File: config.mk
export PLATFORM = sky130hd
export DESIGN_NAME = irq_ctl_reg
export DESIGN_NICKNAME = d
export VERILOG_FILES = /design/src/rtl/irq_ctl_reg.sv
export SDC_FILE = /design/constraint.sdc
export NUM_CORES = 1
export LEC_CHECK = 0
export BUFFER_PORTS_ARGS = -buffer_cell sky130_fd_sc_hd__buf_4
export CAP_MARGIN = 20
export CORE_UTILIZATION = 42
export DETAILED_ROUTE_END_ITERATION = 16
export PLACE_DENSITY_LB_ADDON = 0.3
export SLEW_MARGIN = 40
export SYNTH_ARGS = -nofsm -noshare
export SYNTH_HDL_FRONTEND = slang
export SYNTH_SLANG_ARGS = --single-unit
File: constraint.sdc
create_clock -name clk -period 2.7 [get_ports clk]
set_input_delay 0 -clock clk [delete_from_list [all_inputs] [get_ports clk]]
set_output_delay 0 -clock clk [all_outputs]
set_load 0.01 [all_outputs]
File: src/rtl/irq_ctl_reg.sv
module irq_ctl_reg #(
  parameter int NSRC = 3
) (
  input  logic            clk,
  input  logic            rst_n,
  input  logic            soft_rst,
  input  logic            sel,
  input  logic            wr_en,
  input  logic [15:0]     wdata,
  output logic [15:0]     rdata,
  input  logic [NSRC-1:0] src_req,
  input  logic [NSRC:0]   pend_clr,
  output logic [7:1]      irq_n
);
  logic [NSRC-1:0] mask_q;
  logic            dis_q;
  logic [2:0]      line_q;
  logic [NSRC-1:0] src_q;
  logic [NSRC:0]   pend_q;
  logic            wr;
  logic            fire;

  assign wr = sel && wr_en;

  always_ff @(posedge clk or negedge rst_n) begin
    if (!rst_n) begin
      mask_q <= '1;
      dis_q  <= 1'b1;
      line_q <= 3'b111;
      src_q  <= '0;
      pend_q <= '0;
    end else begin
      src_q <= src_req;
      if (soft_rst) begin
        mask_q <= '1;
        dis_q  <= 1'b1;
        line_q <= 3'b111;
        pend_q <= '0;
      end else begin
        if (wr) begin
          mask_q <= wdata[8 +: NSRC];
          dis_q  <= wdata[7];
          line_q <= wdata[5:3];
        end
        pend_q[NSRC-1:0] <= (pend_q[NSRC-1:0] & ~pend_clr[NSRC-1:0]) | (src_req & ~src_q);
        pend_q[NSRC]     <= (pend_q[NSRC] & ~pend_clr[NSRC]) | (wr & ~wdata[11]);
      end
    end
  end

  assign fire = ((|(pend_q[NSRC-1:0] & ~mask_q)) || pend_q[NSRC]) && !dis_q && (line_q != 3'b111);

  always_comb begin
    irq_n = '1;
    if (fire) irq_n[7 - int'(line_q)] = 1'b0;
  end

  assign rdata = {4'hF, 1'b1, mask_q, dis_q, 1'b1, line_q, 3'b111};
endmodule

==> flow_summary.toml, run 1 <==
[run_status]
outcome = "finished, violations left"
failed_checks = "DRC"

[logic_synthesis]
synthTopCellsByArea = "dfstp_2, dfrtp_1, buf_4"
seq_area_frac_synth = 0.491
synth.avg_cell_area_um2 = 10.7
yosys_warnings = 0
yosys.area.top_type = "dfstp_2"
synth_cell_type_count = 23
syn_area_um2 = 731
ys_ff_latch = 14
yosysTopAreaCellShare = 0.252
syn_inst = 68

[layout]
final_area_um2 = 1050
drive_above_1_share = 0.477
syn_to_final_growth_pct = 43.2
layout_common_cells = "buf_4, conb_1"
layout_commonest_cell = "buf_4"
antenna_cells = 0
nNetsFinal = 138

[floorplanning]
start_util = 0.469
die_w_um = 43.7
core_area_um2 = 1560
ios = 51
chipHeight_um = 43.7
rows = 14
dieArea_um2 = 1910

[setup_path]
path_cells = "nand2b_1, o2111ai_2, nand3b_1, buf_4"
cp.arrival_ns = 1.47
cpMaxStageDelayCell = "dfstp_2"
cpPeakStageDelay_ns = 0.55
cp_max_fo = 7
crit_family = "flip-flops"
cp-end-kind = "output pin"
crit_buf_inv = 1
path_class = "flip-flop to output pin"
cp-start-kind = "flip-flop"
cp.required_ns = 2.70

[global_route]
grt_use_met3 = 0.0750
grt_start_max_net_pins = 15
grt_usage = 0.190
grt_pass1_vias = 616
top_usage_layer = "met2"
gr-usage-met1 = 0.229
antenna_found_initial = 0
grt_pass1_wl_um = 2620
grt_use_met2 = 0.322
grt-ovfl-total = 0

[clock_network]
cts_buffers = 3
cts_setup_buffers = 0
cts_tree = "built"
clock-root-buffer = "clkbuf_4"
holdBufCountCts = 7
path_clk_slew_ns = 0.08
clockBufferDepth = 2
clock_latency_ns = 0.28
postCtsResizedCells = 0
cts.htree.levels = 1
cts.sinks = 14

[power]
power_leakage_nw = 0.494
cellPowerDensity_nw_per_um2 = 422
vdd.ir_drop.worst_uv = 380
power.total_mw = 0.442

[job]
drv_cap = 0

[sta]
rsz0062_at_grt = "no"
finalCritPeriodShare = 0.543
holdWs_ns = 0.0134
slew_viol_final = 0
hold_violations = 0
setup_viol = 0
fmax_mhz = 682
setup_slack_ns = 1.23
setup_tns_ns = 0
period_minus_slack_ns = 1.47
finClkSkew_ns = 0.00957

[detailed_routing]
drtIter0Drc = 7
vias = 630
antenna_left = 0
first_pass_iters = 10
drt_wl_total_um = 1560
avgRoutedWirePerCell_um = 12.5
viasPerCell = 5.04
drc_errors = 1

[place]
place_ws_ns = 1.54
place.gp.congestion = 0.684
portBuffers = 33
place_area_um2 = 950
dp_hpwl_um = 1160

[worst_hold_path]
min_path_type = "input port to flip-flop"
[metal layers]
| layer | vias to the layer above | share of wire |
|---|---|---|
| li1 | 306 | - |
| met1 | 295 | 0.42 |
| met2 | 27 | 0.51 |
| met3 | 2 | 0.060 |
| met4 | 0 | 0.0090 |
| met5 | - | 0 |
[worst reg2reg max path, delay by kind of cell (launching register included)]
family                 cells  cell delay [ns]
buffers and inverters      1             0.55
DFF                        1             0.35
AOI/OAI and AO/OA          1             0.11
and+or+nand+nor            1             0.14
[stage by stage]
step | std cells | utilization
2_1_floorplan | 76 | -
3_3_place_gp | 114 | 0.609
3_5_place_dp | 114 | 0.609
4_1_cts | 125 | 0.671
5_1_grt | 125 | 0.671
6_report | 125 | 0.671
[path summary, 6_finish.rpt]
path                            cells after the start  slack [ns]                   from                    end
worst max-delay path                                4        1.23  mask_q[0]$_DFFE_PN1P_               irq_n[5]
min in group asynchronous                           2        0.11                  rst_n    pend_q[2]$_DFF_PN0_
max in group asynchronous                           2        2.34                  rst_n  line_q[0]$_DFFE_PN1P_
worst min-delay path                                3        0.01            pend_clr[3]    pend_q[3]$_DFF_PN0_
worst min register to register                      2        0.50     src_q[0]$_DFF_PN0_    pend_q[0]$_DFF_PN0_
worst max register to register                      3        1.50     src_q[2]$_DFF_PN0_    pend_q[2]$_DFF_PN0_
[final cells by class]
| class | count | area, um2 |
|---|---|---|
| sequential | 14 | 359 |
| timing repair buffer | 40 | 318 |
| clock buffer | 4 | 26.3 |
| multi-input combinational | 48 | 312 |
| inverter | 3 | 11.3 |
| tap | 16 | 20.0 |
| fill | 136 | 513 |
[kinds of logic after synthesis]
| kind of cell | after synthesis | share of synthesized area |
|---|---|---|
| buffers and inverters | 14 | 0.123 |
| flip-flops | 14 | 0.491 |
| AO/OA/AOI/OAI | 12 | 0.135 |
| AND/OR/NAND/NOR | 27 | 0.245 |
| other | 1 | 0.00513 |
[cells in the mapped netlist (all sizes together)]
| library cell | n |
|---|---|
| buf | 10 |
| a211o | 7 |
| and3 | 7 |
| dfrtp | 7 |
| dfstp | 7 |
| nand2b | 6 |
| inv | 3 |
| a21oi | 2 |
| nand2 | 2 |
| nand3 | 2 |
| nand3b | 2 |
| nor2b | 2 |
| o22ai | 2 |
| clkbuf | 1 |
| conb | 1 |
| nand4 | 1 |
| nand4b | 1 |
| nor2 | 1 |
| nor3 | 1 |
| nor3b | 1 |
| nor4bb | 1 |
| o2111ai | 1 |
[where the power goes]
part           leakage (nW)  internal (mW)  total [mW]  switching (mW)
registers             0.162          0.227       0.238          0.0110
clock network        0.0150         0.0572       0.120          0.0624
logic                 0.317         0.0478      0.0841          0.0364
[sequential cells by signal (all words and copies together) (netlist names)]
register,flops
pend_q,4
dis_q,1
line_q,3
src_q,3
mask_q,3
Power figures use the tool's default switching activity.
==> run 2, diff against run 1 <==
Settings changed: CORE_UTILIZATION 42 to 39.
Clock period 2.7 ns to 1.47 ns, I/O delays scaled along.
==> flow_summary.toml, run 2 (synthesized netlist as in run 1, its figures left out) <==
[run_status]
outcome = "completed"

[floorplanning]
start_util = 0.419
ios = 51
rows = 15
chipHeight_um = 45.3
die_w_um = 45.3
dieArea_um2 = 2050
core_area_um2 = 1750

[setup_path]
cp-start-kind = "flip-flop"
cpPeakStageDelay_ns = 0.58
cp_max_fo = 6
crit_buf_inv = 1
cp.arrival_ns = 1.40
cpMaxStageDelayCell = "dfstp_2"
path_class = "flip-flop to output pin"
cp-end-kind = "output pin"
cp.required_ns = 1.47
path_cells = "nor3b_1, nand3b_1, buf_4"
crit_family = "flip-flops"

[layout]
nNetsFinal = 142
syn_to_final_growth_pct = 54.1
largest-register = "pend_q"
drive_above_1_share = 0.496
final_area_um2 = 1130
antenna_cells = 0
largest_reg_flops = 4
layout_commonest_cell = "buf_4"
layout_common_cells = "buf_4, dlygate4sd3_1, conb_1"
num-fill-cells = 150

[global_route]
grt_pass1_vias = 577
grt_usage = 0.178
grt-ovfl-total = 0
antenna_found_initial = 0
grt_pass1_wl_um = 2520
grt_start_max_net_pins = 15

[sta]
hold_violations = 0
setup_viol = 0
fmax_mhz = 716
holdWs_ns = 0.0640
setup_tns_ns = 0
finClkSkew_ns = 0.00825
finalCritPeriodShare = 0.950
period_minus_slack_ns = 1.40
slew_viol_final = 0
setup_slack_ns = 0.0733
rsz0062_at_grt = "no"

[detailed_routing]
antenna_left = 0
first_pass_iters = 2
viasPerCell = 4.69
drc_errors = 0
vias = 647
avgRoutedWirePerCell_um = 11.4
drt_wl_total_um = 1580
drtIter0Drc = 9

[power]
vdd.ir_drop.worst_uv = 541
power.total_mw = 0.833
clkPwrFrac = 0.270
netSwitchingFraction = 0.253
combPwrFrac = 0.203
power_leakage_nw = 0.530
seqPwrFrac = 0.527
p_int_mw = 0.622
switching_power_mw = 0.211
cellPowerDensity_nw_per_um2 = 739

[place]
place.gp.congestion = 0.680
place_area_um2 = 961
portBuffers = 33
place_ws_ns = 0.289
dp_hpwl_um = 1180

[clock_network]
cts.sinks = 14
cts.htree.levels = 1
clock-root-buffer = "clkbuf_4"
path_clk_slew_ns = 0.07
cts_tree = "built"
cts_buffers = 3
clockBufferDepth = 2
clock_latency_ns = 0.28

[worst_hold_path]
min_path_type = "input port to flip-flop"

[job]
drv_cap = 0
## run 2: area by class of cell
class / count / area, um2 / share of cell area
Clock buffer: 4 / 26.3 / 0.0233
Inverter: 3 / 11.3 / 0.0100
Multi-Input combinational cell: 48 / 343 / 0.304
Sequential cell: 14 / 359 / 0.319
Tap cell: 25 / 31.3 / 0.0278
Timing Repair Buffer: 44 / 355 / 0.316
## run 2: per-stage QoR
| step | cells | util |
|---|---|---|
| 2_1_floorplan | 76 | - |
| 3_3_place_gp | 123 | 0.551 |
| 3_5_place_dp | 123 | 0.551 |
| 4_1_cts | 134 | 0.612 |
| 5_1_grt | 138 | 0.645 |
| 6_report | 138 | 0.645 |
## run 2: tightest hold or removal path: cells and delay by family
family,cells,cell delay (ns)
buf+inv,1,0.07
simple gates,1,0.15
compound gates,1,0.09
## run 2: power groups by stage
stage	clock [mW]	combinational [mW]	sequential (mW)
6_report	0.225	0.169	0.439
5_1_grt	0.259	0.186	0.443
4_1_cts	0.233	0.158	0.438
3_3_place_gp	0	0.137	0.443
2_1_floorplan	0	0.0773	0.445
3_5_place_dp	0	0.140	0.444
## run 2: repair_timing
item | in CTS | in global routing
gates cloned | 0 | 0
pin swaps | 0 | 3
resized for setup | 1 | 3
hold buffers | 7 | 3
setup endpoints to repair | 6 | 6
endpoints found under the hold margin | 21 | 2
buffers inserted | 0 | 1
## run 2: final timing paths
kind	slack (ns)	end	start	cells after the start
min	0.06	line_q[0]$_DFFE_PN1P_	wdata[3]	3
min in group asynchronous	0.09	pend_q[2]$_DFF_PN0_	rst_n	2
max in group asynchronous	1.14	line_q[0]$_DFFE_PN1P_	rst_n	2
max reg2reg	0.12	pend_q[3]$_DFF_PN0_	pend_q[3]$_DFF_PN0_	4
min reg2reg	0.51	pend_q[0]$_DFF_PN0_	src_q[0]$_DFF_PN0_	2
max	0.07	irq_n[5]	line_q[1]$_DFFE_PN1P_	3
## run 2: layer usage
metal  GRT usage  vias to the layer above  share of wire  wire length (um)
li1            -                      317              -                 -
met1       0.214                      303           0.42               656
met2       0.299                       24           0.52               824
met3      0.0720                        3          0.056                88
met4      0.0364                        0         0.0051                 8
met5           0                        -              0                 0
